### src/rtl/pardac_pkg.sv
package pardac_pkg;

  // Pulses from the control path to the register path, one cycle each.
  typedef struct packed {
    logic capture;  // store bus into input stage
    logic loadNew;  // store bus straight into active stage
    logic copy;     // move input stage into active stage
  } strobe_t;

  // Nanoseconds rounded up to whole clock cycles.
  function automatic int cyclesFor(input int ns, input int periodNs);
    return (ns + periodNs - 1) / periodNs;
  endfunction

endpackage

### src/rtl/pardac_sync.sv
module pardac_sync #(
  parameter int W = 8,
  parameter logic [W-1:0] RST_VAL = '0
) (
  input  logic         clk,
  input  logic         rstN,
  input  logic [W-1:0] async,
  output logic [W-1:0] synced
);
  logic [W-1:0] stage1;

  always_ff @(posedge clk or negedge rstN) begin
    if (!rstN) begin
      stage1 <= RST_VAL;
      synced <= RST_VAL;
    end else begin
      stage1 <= async;
      synced <= stage1;
    end
  end
endmodule

### src/rtl/pardac_pulsechk.sv
module pardac_pulsechk #(
  parameter int MIN_CYC = 2
) (
  input  logic clk,
  input  logic rstN,
  input  logic sigNow,
  input  logic sigPrev,
  output logic tooShort
);
  localparam int CW = $clog2(MIN_CYC + 1) + 1;
  localparam logic [CW-1:0] LIM = CW'(MIN_CYC);

  logic [CW-1:0] lowCnt;
  logic fallSeen, riseSeen;

  assign fallSeen = !sigNow && sigPrev;
  assign riseSeen = sigNow && !sigPrev;

  // Count low cycles from the falling edge, saturating at the limit.
  always_ff @(posedge clk or negedge rstN) begin
    if (!rstN) lowCnt <= LIM;
    else if (fallSeen) lowCnt <= CW'(1);
    else if (!sigNow && lowCnt < LIM) lowCnt <= lowCnt + CW'(1);
  end

  assign tooShort = riseSeen && (lowCnt < LIM);
endmodule

### src/rtl/pardac_ctrl.sv
module pardac_ctrl
  import pardac_pkg::*;
#(
  parameter int WR_CYC  = 2,
  parameter int LD_CYC  = 2,
  parameter int CLR_CYC = 2,
  parameter int GAP_CYC = 5
) (
  input  logic    clk,
  input  logic    rstN,
  input  logic    csS,
  input  logic    wrS,
  input  logic    ldS,
  input  logic    clrS,
  output strobe_t stb,
  output logic    violFlag
);
  localparam int NCHK = 3;  // 0: write, 1: load, 2: clear
  localparam int GW = $clog2(GAP_CYC + 1) + 1;
  localparam logic [GW-1:0] GAP_LIM = GW'(GAP_CYC);

  logic [NCHK-1:0] sigNow, sigPrev, shortPulse;
  logic wrRise, ldFall, clrFall, gapViol, gapValid;
  logic [GW-1:0] gapCnt;

  assign sigNow = {clrS, ldS, wrS};

  always_ff @(posedge clk or negedge rstN) begin
    if (!rstN) sigPrev <= '1;
    else       sigPrev <= sigNow;
  end

  generate
    for (genvar i = 0; i < NCHK; i++) begin : g_width
      pardac_pulsechk #(
        .MIN_CYC((i == 0) ? WR_CYC : (i == 1) ? LD_CYC : CLR_CYC)
      ) u_chk (
        .clk     (clk),
        .rstN    (rstN),
        .sigNow  (sigNow[i]),
        .sigPrev (sigPrev[i]),
        .tooShort(shortPulse[i])
      );
    end
  endgenerate

  assign wrRise  = wrS && !sigPrev[0];
  assign ldFall  = !ldS && sigPrev[1];
  assign clrFall = !clrS && sigPrev[2];

  assign stb.capture = wrRise && !csS;
  assign stb.loadNew = stb.capture && !ldS;
  assign stb.copy    = ldFall;

  // Spacing between accepted writes, rising edge to rising edge.
  always_ff @(posedge clk or negedge rstN) begin
    if (!rstN) begin
      gapCnt   <= GAP_LIM;
      gapValid <= 1'b0;
    end else if (stb.capture) begin
      gapCnt   <= GW'(1);
      gapValid <= 1'b1;
    end else if (gapCnt < GAP_LIM) begin
      gapCnt <= gapCnt + GW'(1);
    end
  end

  assign gapViol = stb.capture && gapValid && (gapCnt < GAP_LIM);

  always_ff @(posedge clk or negedge rstN) begin
    if (!rstN)                     violFlag <= 1'b0;
    else if (|shortPulse || gapViol) violFlag <= 1'b1;
    else if (clrFall)              violFlag <= 1'b0;
  end

  p_sticky_r12: assert property (@(posedge clk) disable iff (!rstN)
    violFlag && !clrFall |=> violFlag);
  p_width_r9: assert property (@(posedge clk) disable iff (!rstN)
    shortPulse[0] |=> violFlag);
  p_gap_r11: assert property (@(posedge clk) disable iff (!rstN)
    gapViol |=> violFlag);
endmodule

### src/rtl/pardac_dpath.sv
module pardac_dpath
  import pardac_pkg::*;
#(
  parameter int DATA_W = 12
) (
  input  logic              clk,
  input  logic              rstN,
  input  logic              clrN,
  input  strobe_t           stb,
  input  logic [DATA_W-1:0] dataS,
  input  logic              gainS,
  input  logic              bufS,
  output logic [DATA_W-1:0] activeCode,
  output logic              gainQ,
  output logic              bufQ
);
  typedef struct packed {
    logic [DATA_W-1:0] code;
    logic              gain;
    logic              buffer;
  } word_t;

  word_t busWord, inReg, actReg;
  logic clrAll;

  assign clrAll  = rstN & clrN;
  assign busWord = '{code: dataS, gain: gainS, buffer: bufS};

  always_ff @(posedge clk or negedge clrAll) begin
    if (!clrAll)          inReg <= '0;
    else if (stb.capture) inReg <= busWord;
  end

  always_ff @(posedge clk or negedge clrAll) begin
    if (!clrAll)          actReg <= '0;
    else if (stb.loadNew) actReg <= busWord;
    else if (stb.copy)    actReg <= inReg;
  end

  assign activeCode = actReg.code;
  assign gainQ      = actReg.gain;
  assign bufQ       = actReg.buffer;

  p_copy_r2: assert property (@(posedge clk) disable iff (!clrAll)
    stb.copy && !stb.loadNew |=> actReg == $past(inReg));
  p_sync_r3: assert property (@(posedge clk) disable iff (!clrAll)
    stb.loadNew |=> activeCode == $past(dataS));
  p_hold_r4: assert property (@(posedge clk) disable iff (!clrAll)
    !(stb.loadNew || stb.copy) |=> $stable(actReg));
  p_clear_r5: assert property (@(posedge clk)
    !clrAll |-> (activeCode == '0 && !gainQ && !bufQ));
endmodule

### src/rtl/pardac_regs.sv
module pardac_regs
  import pardac_pkg::*;
#(
  parameter int DATA_W     = 12,
  parameter int CLK_NS     = 10,
  parameter int WR_MIN_NS  = 20,
  parameter int LD_MIN_NS  = 20,
  parameter int CLR_MIN_NS = 20,
  parameter int GAP_MIN_NS = 50
) (
  input  logic              clk,
  input  logic              rstN,
  input  logic              csN,
  input  logic              wrN,
  input  logic              ldacN,
  input  logic              clrN,
  input  logic              pdN,
  input  logic [DATA_W-1:0] dataIn,
  input  logic              gainIn,
  input  logic              bufIn,
  output logic [DATA_W-1:0] activeCode,
  output logic              gainOut,
  output logic              bufOut,
  output logic              pdFlag,
  output logic              timingViol
);
  localparam int WR_CYC  = cyclesFor(WR_MIN_NS, CLK_NS);
  localparam int LD_CYC  = cyclesFor(LD_MIN_NS, CLK_NS);
  localparam int CLR_CYC = cyclesFor(CLR_MIN_NS, CLK_NS);
  localparam int GAP_CYC = cyclesFor(GAP_MIN_NS, CLK_NS);
  localparam int NCTL = 5;
  localparam int SW = NCTL + 2 + DATA_W;

  logic [SW-1:0] pinsRaw, pinsS;
  logic csS, wrS, ldS, clrS, pdS, gainS, bufS;
  logic [DATA_W-1:0] dataS;
  strobe_t stb;

  assign pinsRaw = {pdN, clrN, ldacN, wrN, csN, gainIn, bufIn, dataIn};

  pardac_sync #(
    .W      (SW),
    .RST_VAL({{NCTL{1'b1}}, {(SW - NCTL){1'b0}}})
  ) u_sync (
    .clk   (clk),
    .rstN  (rstN),
    .async (pinsRaw),
    .synced(pinsS)
  );

  assign {pdS, clrS, ldS, wrS, csS, gainS, bufS, dataS} = pinsS;

  pardac_ctrl #(
    .WR_CYC (WR_CYC),
    .LD_CYC (LD_CYC),
    .CLR_CYC(CLR_CYC),
    .GAP_CYC(GAP_CYC)
  ) u_ctrl (
    .clk     (clk),
    .rstN    (rstN),
    .csS     (csS),
    .wrS     (wrS),
    .ldS     (ldS),
    .clrS    (clrS),
    .stb     (stb),
    .violFlag(timingViol)
  );

  pardac_dpath #(
    .DATA_W(DATA_W)
  ) u_dpath (
    .clk       (clk),
    .rstN      (rstN),
    .clrN      (clrN),
    .stb       (stb),
    .dataS     (dataS),
    .gainS     (gainS),
    .bufS      (bufS),
    .activeCode(activeCode),
    .gainQ     (gainOut),
    .bufQ      (bufOut)
  );

  assign pdFlag = !pdS;
endmodule

### config.mk
export PLATFORM = sky130hd
export DESIGN_NAME = pardac_regs
export DESIGN_NICKNAME = d
export VERILOG_FILES = /design/src/rtl/pardac_pkg.sv /design/src/rtl/pardac_sync.sv /design/src/rtl/pardac_pulsechk.sv /design/src/rtl/pardac_ctrl.sv /design/src/rtl/pardac_dpath.sv /design/src/rtl/pardac_regs.sv
export SDC_FILE = /design/constraint.sdc
export NUM_CORES = 1
export LEC_CHECK = 0
export ABC_AREA = 1
export BUFFER_PORTS_ARGS = -buffer_cell sky130_fd_sc_hd__buf_2
export CAP_MARGIN = 20
export CORE_ASPECT_RATIO = 0.9
export CORE_MARGIN = 2
export CORE_UTILIZATION = 30
export CTS_CLUSTER_SIZE = 16
export DETAILED_ROUTE_END_ITERATION = 8
export GPL_ROUTABILITY_DRIVEN = 1
export SLEW_MARGIN = 20
export SYNTH_ARGS = -nofsm -noshare
export SYNTH_HDL_FRONTEND = slang
export SYNTH_SLANG_ARGS = --single-unit
### constraint.sdc
create_clock -name clk -period 1.4 [get_ports clk]
set_input_delay 0.14 -clock clk [delete_from_list [all_inputs] [get_ports clk]]
set_output_delay 0.14 -clock clk [all_outputs]
set_load 0.05 [all_outputs]
==> Yosys cells after proc, flatten, opt, wreduce, memory -nomap -nowiden <==
Cells that the tools add are included.
{ "classes": {"addsub": 4, "mul": 0, "n_div": 0, "n_lt_le_gt_ge": 4, "n_eq_ne": 0, "n_shift": 0, "n_mux": 12, "bitwise_logic": 1, "reduce_logical": 32} }
{ "ops": {"columns": ["operator", "n"], "rows": [
  ["$mux 14", 2],
  ["$mux 3", 6],
  ["$logic_and 1x1->1", 16],
  ["$reduce_bool 2->1", 6],
  ["$add 3x1->3 const B", 3],
  ["$lt 3x2->1 const B", 3],
  ["$logic_not 1->1", 8],
  ["$mux 4", 2],
  ["$add 4x1->4 const B", 1],
  ["$lt 4x3->1 const B", 1],
  ["$reduce_or 3->1", 1],
  ["$mux 1", 2],
  ["$and 1x1->1", 1],
  ["$logic_or 1x1->1", 1]
]} }
{ "totals": {"ff_bits": 84, "latch_bits": 0, "ramBits": 0, "rom_bits": 0, "input_bits": 21, "out_inout_bits": 16, "mem_count": 0} }

==> Depth between registers and ports, before layout <==
Gate-level depths: netlist (run 1).
{ "depth": {"ltp_word": 7, "mapped_depth": 7, "ltp_nobuf": 7} }

==> Modules after synthesis <==
From an unflattened synthesis (run 1), not the netlist that was laid out.
{ "unflattened": {"hier_cells": 321, "area_unflattened_um2": 3241.9} }
{ "modules_own_cells": {"columns": ["module", "n_inst", "cells_each", "area_per_inst_um2", "seq_area_each_um2"], "rows": [
  ["pardac_dpath", 1, 167, 1287.5, 700.7],
  ["pardac_sync", 1, 38, 963.4, 963.4],
  ["pardac_pulsechk", 3, 22, 178.9, 76.3],
  ["pardac_ctrl", 1, 49, 450.4, 231.5],
  ["pardac_regs", 1, 1, 3.8, 0.0]
]} }

==> Least setup slack after synthesis (run 1) <==
Ideal clock, no wire load.
{ "synth_path": {"path_type": "flip-flop to flip-flop", "startpoint": "register u_sync.synced[15]", "endpoint": "register u_dpath.actReg (netlist bit u_dpath.activeCode[3])", "t_arrival_ns": 1.115, "required_ns": 1.277, "path_slack_ns": 0.162, "stages_incl_launch_ff": 7, "path_buffers": 1, "cell_sequence": "dfstp_2 inv_2 nor2_8 nand3_4 buf_8 nand3_2 nand3_2"} }
{ "synth_between": {"elab_chain_cells": 4, "elab_cells_between_ends": 5, "classes_between": "mux: 1; reduce/logical: 4"} }
{ "synth_rtl": {"columns": ["element", "line_no", "text"], "rows": [
  ["start: declaration", "pardac_sync.sv:8", "output logic [W-1:0] synced"],
  ["start signal: assignment", "pardac_sync.sv:18", "synced <= stage1;"],
  ["$logic_and 1x1->1 *", "pardac_ctrl.sv:47", "assign wrRise = wrS && !sigPrev[0];"],
  ["$logic_and 1x1->1 *", "pardac_ctrl.sv:51", "assign stb.capture = wrRise && !csS;"],
  ["$logic_and 1x1->1 *", "pardac_ctrl.sv:52", "assign stb.loadNew = stb.capture && !ldS;"],
  ["$mux 14 / $reduce_bool 2->1 (equally long branches)", null, null],
  ["end signal: assignment", "pardac_dpath.sv:36", "else if (stb.loadNew) actReg <= busWord;"],
  ["end signal: assignment", "pardac_dpath.sv:37", "else if (stb.copy) actReg <= inReg;"],
  ["end: declaration", "pardac_dpath.sv:23", "word_t busWord, inReg, actReg;"]
]} }
Every way passes the cells marked *; elsewhere a longest branch is shown, timed or not.
A chain may end at the register's enable or synchronous reset.

==> Final worst setup path (run 1) <==
{ "layout_path": {"startpoint": "register u_sync.synced[14]", "endpoint": "register u_ctrl.gapValid"} }
{ "layout_between": {"elab_chain_cells": 2} }
{ "layout_rtl": {"columns": ["element", "line_no", "text"], "rows": [
  ["$logic_not 1->1", "pardac_ctrl.sv:51", null],
  ["$logic_and 1x1->1", "pardac_ctrl.sv:51", null],
  ["end signal: assignment", "pardac_ctrl.sv:59", "gapValid <= 1'b0;"],
  ["end signal: assignment", "pardac_ctrl.sv:62", "gapValid <= 1'b1;"],
  ["end: declaration", "pardac_ctrl.sv:23", "logic wrRise, ldFall, clrFall, gapViol, gapValid;"]
]} }
Every way passes these cells.

==> results of run 1 <==
metrics by stage:
step	area, sq um	util [%]	power [W]	worst slack, ps
2_1_floorplan	3208	-	0.004137	162.2
3_3_place_gp	3545	34.30	0.004454	93.00
3_5_place_dp	3545	34.30	0.004537	6.591
4_1_cts	4095	39.62	0.007325	5.268
5_1_grt	4155	40.21	0.007686	26.51
6_report	4155	40.21	0.007269	90.74
state kept, by name, summed over array words and instances (netlist names):
register / flops
u_ctrl.g_width.u_chk.lowCnt: 9
u_ctrl.gapCnt: 4
u_ctrl.gapValid: 1
u_ctrl.sigPrev: 3
u_ctrl.violFlag: 1
u_dpath.activeCode: 12
u_dpath.bufQ: 1
u_dpath.gainQ: 1
u_dpath.inReg: 14
u_sync.stage1: 19
u_sync.synced: 19
cell usage after synthesis:
cell type,instances
nor3_1,1
ha_1,5
inv_2,4
dfrtp_1,66
a21oi_1,11
buf_2,2
nand3_4,2
or2_2,2
nor2_1,7
inv_1,26
nand3_2,15
buf_8,1
buf_4,3
nand4_1,4
buf_6,2
nand3b_1,3
inv_4,1
o21ai_0,9
nand2_1,86
dfstp_2,18
nand3_1,18
nor2_8,1
nor2_4,2
cell families (layout without fill, tap and decap cells):
group | after synthesis | after routing | synth area share (%)
flops | 84 | 84 | 66.22
fa+ha+maj | 5 | 5 | 1.950
simple gates | 141 | 142 | 22.82
compound gates | 20 | 20 | 3.120
buf+inv | 39 | 113 | 5.889
layout by cell type, fill, tap and decap left out, types with 10 or more instances in the layout:
| cell type | Yosys | routed |
|---|---|---|
| dfstp_2 | 18 | 18 |
| buf_2 | 2 | 36 |
| dfrtp_1 | 66 | 66 |
| nand2_1 | 86 | 86 |
| nand3_2 | 15 | 15 |
| a21oi_1 | 11 | 10 |
| nand3_1 | 18 | 18 |
| dlygate4sd3_1 | 0 | 20 |
| inv_1 | 26 | 24 |
critical path, delay by kind of cell, from the launching register on:
kind                   cells  cell delay, ps
DFF                        1             540
and+or+nand+nor            2             410
buffers and inverters      2             230
how the worst min path moves through the flow:
| stage | startpoint | endpoint | slack, ps | depth (start not counted) |
|---|---|---|---|---|
| after CTS | u_sync.stage1[11]$_DFF_PN0_ | u_sync.synced[11]$_DFF_PN0_ | 350 | 0 |
| after floorplan | rstN | u_ctrl.g_width[0].u_chk.lowCnt[0]$_DFFE_PN0P_ | -160 | 0 |
| after global routing | u_sync.stage1[11]$_DFF_PN0_ | u_sync.synced[11]$_DFF_PN0_ | 360 | 0 |
| after detailed placement | rstN | u_ctrl.g_width[2].u_chk.lowCnt[0]$_DFFE_PN0P_ | 190 | 2 |
| after global placement | rstN | u_ctrl.violFlag$_DFFE_PN0P_ | 180 | 2 |
| final | u_sync.stage1[6]$_DFF_PN0_ | u_sync.synced[6]$_DFF_PN0_ | 350 | 0 |
per-layer routing:
| layer | vias to the layer above | global-route usage (%) |
|---|---|---|
| met2 | 42 | 17.87 |
| met4 | 0 | 5.347 |
| met1 | 1027 | 13.23 |
| met5 | - | 0 |
| li1 | 1064 | - |
| met3 | 10 | 3.796 |
cell type report:
type                       count  area (sq um)  area share [%]
sequential                    84          2125           51.13
multi-input combinational    167         915.9           22.04
timing repair buffer          66         480.5           11.56
clock buffer                  10         239.0           5.751
tap                          129         161.4           3.884
inverter                      31         122.6           2.951
clock inverter                 6         111.4           2.680
repair_timing:
action | CTS | global route
hold endpoints to repair | 85 | 0
resized for setup | 0 | 4
buffers inserted | 0 | 3
setup endpoints to repair | 0 | 17
hold buffers | 20 | 0
power by group through the flow:
| stage | combinational [W] | sequential [W] | clock (W) |
|---|---|---|---|
| final | 0.00141 | 0.00315 | 0.00271 |
| after floorplan | 0.000710 | 0.00343 | 0 |
| after detailed placement | 0.00136 | 0.00318 | 0 |
| after CTS | 0.00140 | 0.00314 | 0.00278 |
| after global routing | 0.00159 | 0.00320 | 0.00289 |
| after global placement | 0.00128 | 0.00317 | 0 |
==> metrics.txt, run 1 <==
setup TNS=0 ps; Seq/Total Area, Yosys=66.22%; GRT Residual Overflow=0; distinct cell type count after synthesis=23; CTS tree=yes; Initial Utilization=31.04%; Clock power frac=37.3%; number of global-route vias before repair=2084; H-tree levels=3; fin cells=493; Max Cap Viol=0; via count=2143; P_sw=0.002106 W; syn avg cell area=11.10 sq um; Inserted Diodes=0; Synth area leader=dfrtp_1; post-route minimum period=1309 ps; Die H=102.1 um; sw frac=28.97%; RSZ-0062 raised after global routing=no; run status=finished with violations; Fmax=763.8 MHz; endpoints failing setup=0; Leakage=2.055 nW; Vias/cell=4.347; CTS Buffer Depth=2; slowest CP cell=dfstp_2; core box area=10330 sq um; cts bufs inserted=9; met1 wire length=2.693 mm; Worst Hold Class=reg -> reg; uppermost layer routed=met4; Worst Path Arrival=1520 ps; part of the power in registers=43.3%; Layout Area Growth over Synthesis=29.52%; Comb pwr share=19.4%; row cnt=35; Reg2Reg Launch Point=u_sync.synced[14]$_DFF_PN1_; layout cells sized above 1=30.49%; Worst slew margin=72.54%; full die area=11540 sq um; Critical Path Sink=u_ctrl.gapValid$_DFFE_PN0N_; CP Launch Type=register; Mapped Cells=289; Critical path origin=u_sync.synced[14]$_DFF_PN1_; DRC Markers=2; reg2reg end=u_ctrl.gapValid$_DFFE_PN0N_; Fin. Hold Viols=0; Post-Syn Area=3208 sq um; global-route wire length before repair=9.666 mm; Cell Chain, Critical Path=clkinvlp_4, nand3_4, inv_2, or2_2; Synth area leaders=dfrtp_1 (51%), dfstp_2 (15%), nand2_1 (10%), nand3_2 (4.7%), inv_1 (3.0%); Synth Register Bits=84; gp weighted congestion=0.7282; Critical Path Max Stage Delay=540 ps; CP max FO=8; remaining antenna violation count after routing=0; Yosys warning total=0; count of pins over their slew limit=0; peak supply drop=0.6284 mV; synthesized net count=315; dpl cells=453; Yosys top cell area share=51.48%; Worst-path clk slew=60 ps; pwr dens=1749 nW/um^2; 1st-iter DRT viols=82; First-pass DRT Iterations=6; worst slew pin tran=408.7 ps; crit path kind=reg -> reg; initial antenna violation count=0; top-level port count=37; Die X-Extent=113.0 um; met3 wire length=268 um; CTS root buffer=clkbuf_16; gr usage total=10.99%; largest net degree at the start of global routing=57; failing checks=design-rule violations; clk_lat worst skew=330 ps; dpl hpwl=3.877 mm; nets=385; fillers=1009; hold slack=346.0 ps; internal power=0.005163 W; DRT Wirelength=5.924 mm; fin crit share=93.52%; Worst R2R Setup Slack=90 ps; PortBufs=36; wire length per cell=12.02 um; critical path required time=1610 ps; Setup Skew=4.438 ps; met2 wire len=2.852 mm; r2r worst-path depth=4; CP endpoint kind=register; Clock Sink Count=84
(Power assumes the default switching activity.)
==> run 2, diff against run 1 <==
Settings changed: REMOVE_ABC_BUFFERS set to 1.
==> run 2 against run 1 <==
The run still ends with design-rule violations left. Clock-buffer cell count up 2. Sequential share of layout area up 0.83 points. Via count down 2.3%. Power down 5.9%. Core utilization down 0.64 points. Clock power down 15%. Final area down 1.6%. Combinational power about the same. Sequential power about the same. Routed wire length down 1.7%. Clock skew up 0.87 ps. Highest routed layer unchanged.
==> metrics.txt, run 2 (synthesis gave the netlist of run 1 again) <==
CP endpoint kind=register; layout cells sized above 1=29.40% (-1.1 points); row cnt=35 (unchanged); most common cell after layout, fill and taps aside=nand2_1; sw frac=29.92% (+0.95 points); setup TNS=0 ps (unchanged); fillers=1016 (+0.69%); RSZ-0062 raised after global routing=no; DRC Markers=1 (-1); Fmax=779.0 MHz (+2.0%); fin cells=493 (unchanged); gp weighted congestion=0.7383 (+1.4%); CTS Buffer Depth=2 (unchanged); peak supply drop=0.7064 mV (+12%); CTS root buffer=clkbuf_16; global-route wire length before repair=9.977 mm (+3.2%); Reg2Reg Launch Point=u_sync.synced[16]$_DFF_PN1_; remaining antenna violation count after routing=0 (unchanged); Initial Utilization=31.04% (unchanged); dpl hpwl=3.939 mm (+1.6%); Crit path top cell by count=nand2_1; fin crit share=91.70% (-1.8 points); Design Area, Final=4089 sq um (-1.6%); Worst Path Arrival=1500 ps (-20 ps); endpoints failing setup=0 (unchanged); Comb pwr share=20.3% (+0.9 points); Largest delay share family, worst path=flip-flops; initial antenna violation count=0 (unchanged); Vias/cell=4.245 (-2.3%); wire length per cell=11.81 um (-1.7%); top-level port count=37 (unchanged); Cell Chain, Critical Path=inv_2, nand3_4, buf_12, nand2_1, nand2_1, nand2_1; First-pass DRT Iterations=6 (unchanged); gr usage total=11.20% (+0.20 points); largest net degree at the start of global routing=27 (-53%); r2r worst-path depth=6 (+2); crit path kind=reg -> reg; clk_lat worst skew=330 ps (about the same); Clock Sink Count=84 (unchanged); DRT Wirelength=5.822 mm (-1.7%); core box area=10330 sq um (unchanged); cts bufs inserted=9 (unchanged); Fin. Hold Viols=0 (unchanged); slowest CP cell=dfstp_2; CTS tree=yes; Inserted Diodes=0 (unchanged); Clock power frac=33.8% (-3.5 points); GRT Residual Overflow=0 (unchanged); part of the power in registers=45.9% (+2.6 points); Critical path origin=u_sync.synced[16]$_DFF_PN1_; area taken by multi-input logic gates=898.4 sq um (-1.9%); worst slew pin tran=440.9 ps (+32.18 ps); H-tree levels=3 (unchanged); post-route minimum period=1284 ps (-25.51 ps); largest registers=u_sync.stage1 x19, u_sync.synced x19, u_dpath.inReg x14; dpl cells=455 (+0.44%); Critical Path Sink=u_dpath.activeCode[0]$_DFFE_PN0P_; PortBufs=36 (unchanged); storage element area=2125 sq um (unchanged); run status=finished with violations; Die H=102.1 um (unchanged); P_sw=0.002047 W (-2.8%); via count=2093 (-2.3%); Worst Hold Class=in -> async; critical path required time=1620 ps (about the same); pwr dens=1673 nW/um^2 (-4.4%); post-place instance area=3547 sq um (about the same); Leakage=2.037 nW (-0.86%); number of global-route vias before repair=2138 (+2.6%); CP Launch Type=register; full die area=11540 sq um (unchanged); Setup Skew=5.305 ps (+0.8674 ps); Worst-path clk slew=60 ps (about the same); critical path depth=6 (+2); Die X-Extent=113.0 um (unchanged); failing checks=design-rule violations; commonest non-fill, non-tap cells in the layout=nand2_1 (86), dfrtp_1 (66), buf_2 (36), inv_1 (26), dlygate4sd3_1 (20); nets=385 (unchanged); Max Cap Viol=0 (unchanged); Buffers & Inverters on Critical Path=2 (unchanged); 1st-iter DRT viols=107 (+30%); Critical Path Max Stage Delay=640 ps (+100 ps); CP max FO=19 (+11); reg2reg end=u_dpath.activeCode[0]$_DFFE_PN0P_; count of pins over their slew limit=0 (unchanged); Worst slew margin=70.38% (-2.2 points); Worst R2R Setup Slack=120 ps (+30 ps); internal power=0.004793 W (-7.2%); Layout Area Growth over Synthesis=27.46%
-- run 2: cell types whose count changed in the layout (fill, tap and decap cells not counted) --
cell,before,now
clkbuf_1,0,2
bufinv_16,3,1
inv_2,5,4
clkinvlp_4,2,1
inv_1,24,26
buf_4,8,9
nand3_4,3,2
-- run 2: per-stage QoR --
stage | util (%) | setup WS, ps | hold WS [ps] | total power (W)
6_report | 39.56 | 116.3 | 279.9 | 0.006839
3_5_place_dp | 34.32 | 24.03 | 77.13 | 0.004526
3_3_place_gp | 34.32 | 69.44 | 78.79 | 0.004456
4_1_cts | 39.14 | 18.56 | 276.7 | 0.006925
5_1_grt | 39.56 | 32.25 | 295.6 | 0.007269
2_1_floorplan | - | 28.87 | -155.6 | 0.004122
-- run 2: power groups by stage --
stage	registers (W)	logic, W	clock network (W)
finish	0.00314	0.00139	0.00231
CTS	0.00314	0.00140	0.00238
global route	0.00319	0.00159	0.00249
detailed placement	0.00318	0.00135	0
floorplan	0.00343	0.000695	0
global placement	0.00317	0.00129	0
-- run 2: worst min path at each step --
stage	slack (ps)	end	startpoint	cells past startpoint
after global placement	80	u_ctrl.g_width[1].u_chk.lowCnt[0]$_DFFE_PN0P_	rstN	1
after CTS	280	u_ctrl.violFlag$_DFFE_PN0P_	rstN	2
final	280	u_ctrl.violFlag$_DFFE_PN0P_	rstN	2
after detailed placement	80	u_ctrl.g_width[1].u_chk.lowCnt[0]$_DFFE_PN0P_	rstN	1
after global routing	300	u_ctrl.violFlag$_DFFE_PN0P_	rstN	2
after floorplan	-160	u_ctrl.g_width[0].u_chk.lowCnt[0]$_DFFE_PN0P_	rstN	0
-- run 2: cell type report --
class	count	area share (%)
inverter	31	2.907
multi-input combinational	166	21.97
timing repair buffer	67	11.93
clock inverter	4	1.255
clock buffer	12	6.028
tap	129	3.947
sequential	84	51.96
-- run 2: repair_timing --
| item | in CTS | in global routing |
|---|---|---|
| hold buffers | 20 | 0 |
| setup buffers | 0 | 2 |
| endpoints found under the setup margin | 0 | 18 |
| hold endpoints to repair | 53 | 0 |
| resized for setup | 0 | 1 |
-- run 2: routing by layer --
metal  routed length [um]  track usage [%]  part of all wire (%)
met2                 2896            18.19                    50
met5                    0                0                     0
met3                  183            3.677                   3.1
met1                 2671            14.09                    46
met4                   70            4.221                   1.2
==> run 3, diff against run 2 <==
Settings changed: CORE_ASPECT_RATIO 0.9 to not set, CORE_MARGIN 2 to 10.
==> run 3 against run 2 <==
Global-route usage decreased by 2.2 points. Sequential power about the same. Critical endpoint is now u_dpath.activeCode[6]$_DFFE_PN0P_. Via count increased by 2.2%. Critical path type unchanged. Clock-buffer cell count decreased by 3. Clock skew increased by 4.2 ps. Final area decreased by 1.6%. Register-to-register slack got worse by 30 ps. Worst setup slack got worse by 32 ps. First-iteration DRC count increased by 2.8%. Non-clock buffer count decreased by 2. Power decreased by 7.4%. The run now ends clean. Largest cell class unchanged.
==> metrics.txt, run 3 (synthesis gave the netlist of run 1 again) <==
run status=finished, final reports clean; Layout Area Growth over Synthesis=25.39%; PortBufs=36 (unchanged); top-level port count=37 (unchanged); H-tree levels=3 (unchanged); Comb pwr share=22.9% (+2.6 points); Inserted Diodes=0 (unchanged); Die H=123.4 um (+21%); Worst Path Arrival=1570 ps (+70 ps); most common cell after layout, fill and taps aside=nand2_1; full die area=15230 sq um (+32%); core box area=10370 sq um (+0.34%); Initial Utilization=30.94% (-0.10 points); gp weighted congestion=0.7475 (+1.2%); layout cells sized above 1=30.66% (+1.3 points); peak supply drop=0.5540 mV (-22%); Max Cap Viol=0 (unchanged); initial antenna violation count=0 (unchanged); CP Launch Type=register; part of the power in registers=49.6% (+3.7 points); clk_lat worst skew=350 ps (+20 ps); DRT Wirelength=6.370 mm (+9.4%); Leakage=1.977 nW (-3.0%); global-route wire length before repair=10.52 mm (+5.4%); largest registers=u_sync.stage1 x19, u_sync.synced x19, u_dpath.inReg x14; final core occ=38.79% (-0.77 points); largest net degree at the start of global routing=57 (+110%); DRC Markers=0 (-1); CP max FO=10 (-9); critical path required time=1650 ps (+30 ps); commonest non-fill, non-tap cells in the layout=nand2_1 (86), dfrtp_1 (66), buf_2 (36), inv_1 (24), dlygate4sd3_1 (20); nets=384 (-0.26%); via count=2140 (+2.2%); Worst Hold Class=in -> async; sw frac=33.37% (+3.4 points); Setup WS pre-CTS=29.35 ps (+5.318 ps); CTS Buffer Depth=2 (unchanged); GRT Residual Overflow=0 (unchanged); internal power=0.004220 W (-12%); worst slew pin tran=378.0 ps (-62.92 ps); CTS tree=yes; remaining antenna violation count after routing=0 (unchanged); 1st-iter DRT viols=110 (+2.8%); Fmax=760.2 MHz (-2.4%); worst setup margin=84.50 ps (-31.75 ps); dpl hpwl=4.139 mm (+5.1%); Worst-path clk slew=90 ps (+30 ps); Clock power frac=27.4% (-6.4 points); CP endpoint kind=register; wire length per cell=12.79 um (+8.3%); Setup Skew=9.485 ps (+4.180 ps); CTS root buffer=clkbuf_8; total power=0.006334 W (-7.4%); gr usage total=8.971% (-2.2 points); endpoints failing setup=0 (unchanged); post-route minimum period=1315 ps (+31.75 ps); count of pins over their slew limit=0 (unchanged); row cnt=37 (+5.7%); Fin. Hold Viols=0 (unchanged); First-pass DRT Iterations=4 (-2); fin crit share=93.96% (+2.3 points); crit path kind=reg -> reg; Die X-Extent=123.4 um (+9.2%); Worst slew margin=74.61% (+4.2 points); pwr dens=1575 nW/um^2 (-5.9%); cts bufs inserted=9 (unchanged); P_sw=0.002114 W (+3.3%); Vias/cell=4.297 (+1.2%); number of global-route vias before repair=2180 (+2.0%); Clock Sink Count=84 (unchanged)
## run 3: cell types whose count changed in the layout (fill, tap and decap cells not counted), moves of 2 or more
| cell | delta |
|---|---|
| inv_1 | -2 |
| clkbuf_8 | +8 |
| buf_4 | -3 |
| a21oi_1 | -2 |
| clkbuf_1 | -2 |
| clkbuf_16 | -9 |
| clkinvlp_4 | +2 |
## run 3: area by class of cell
type                    count  area, sq um
flip-flops and latches     84         2125
repair buffers             65        476.7
multi-input cells         167        930.9
inverters                  31        122.6
well taps                 136        170.2
clock buffers               9        123.9
clock inverters             6        73.82
fillers                  1043         6347
## run 3: final timing paths
kind | startpoint | to | slack (ps) | depth (start not counted)
max in group asynchronous | rstN | u_dpath.activeCode[9]$_DFFE_PN0P_ | 640 | 5
max | u_sync.synced[14]$_DFF_PN1_ | u_dpath.activeCode[6]$_DFFE_PN0P_ | 80 | 6
min in group clk | u_sync.stage1[3]$_DFF_PN0_ | u_sync.synced[3]$_DFF_PN0_ | 350 | 0
max reg2reg | u_sync.synced[14]$_DFF_PN1_ | u_dpath.activeCode[6]$_DFFE_PN0P_ | 80 | 6
min | rstN | u_sync.stage1[13]$_DFF_PN0_ | 350 | 3
min reg2reg | u_sync.stage1[3]$_DFF_PN0_ | u_sync.synced[3]$_DFF_PN0_ | 350 | 0
## run 3: timing repair
item                       4_1_cts  5_1_grt
setup buffers                    0        2
gates resized for setup          0        8
setup endpoints to repair        0       18
hold buffers                    20        0
hold endpoints to repair        85        0
## run 3: stage by stage
step	TNS, ps	cells	instance area [sq um]	hold WS, ps
after detailed placement	0	460	3553	213.4
after floorplan	0	281	3138	-155.6
after CTS	0	495	3951	350.2
after global placement	0	460	3553	203.9
final	0	498	4023	347.4
after global routing	-7.985	498	4023	355.4
## run 3: power groups by stage
stage               logic [W]  registers (W)  clock network, W
floorplan            0.000695        0.00343                 0
global placement      0.00130        0.00316                 0
detailed placement    0.00136        0.00317                 0
CTS                   0.00141        0.00313           0.00181
global route          0.00165        0.00320           0.00191
finish                0.00145        0.00314           0.00174
## run 3: worst max-delay path, cell delays in order, from the launching register on
cell        delay (ps)
dfstp_2            550
clkinvlp_4         130
buf_4              180
nand3_4            160
nand2_1             80
nor2_1              90
nor2_1              40
## run 3: metal layers
| metal | global-route usage, % | wire length, um |
|---|---|---|
| met1 | 10.86 | 2824 |
| met5 | 0 | 0 |
| met4 | 3.930 | 111 |
| met2 | 13.88 | 3151 |
| met3 | 3.555 | 282 |
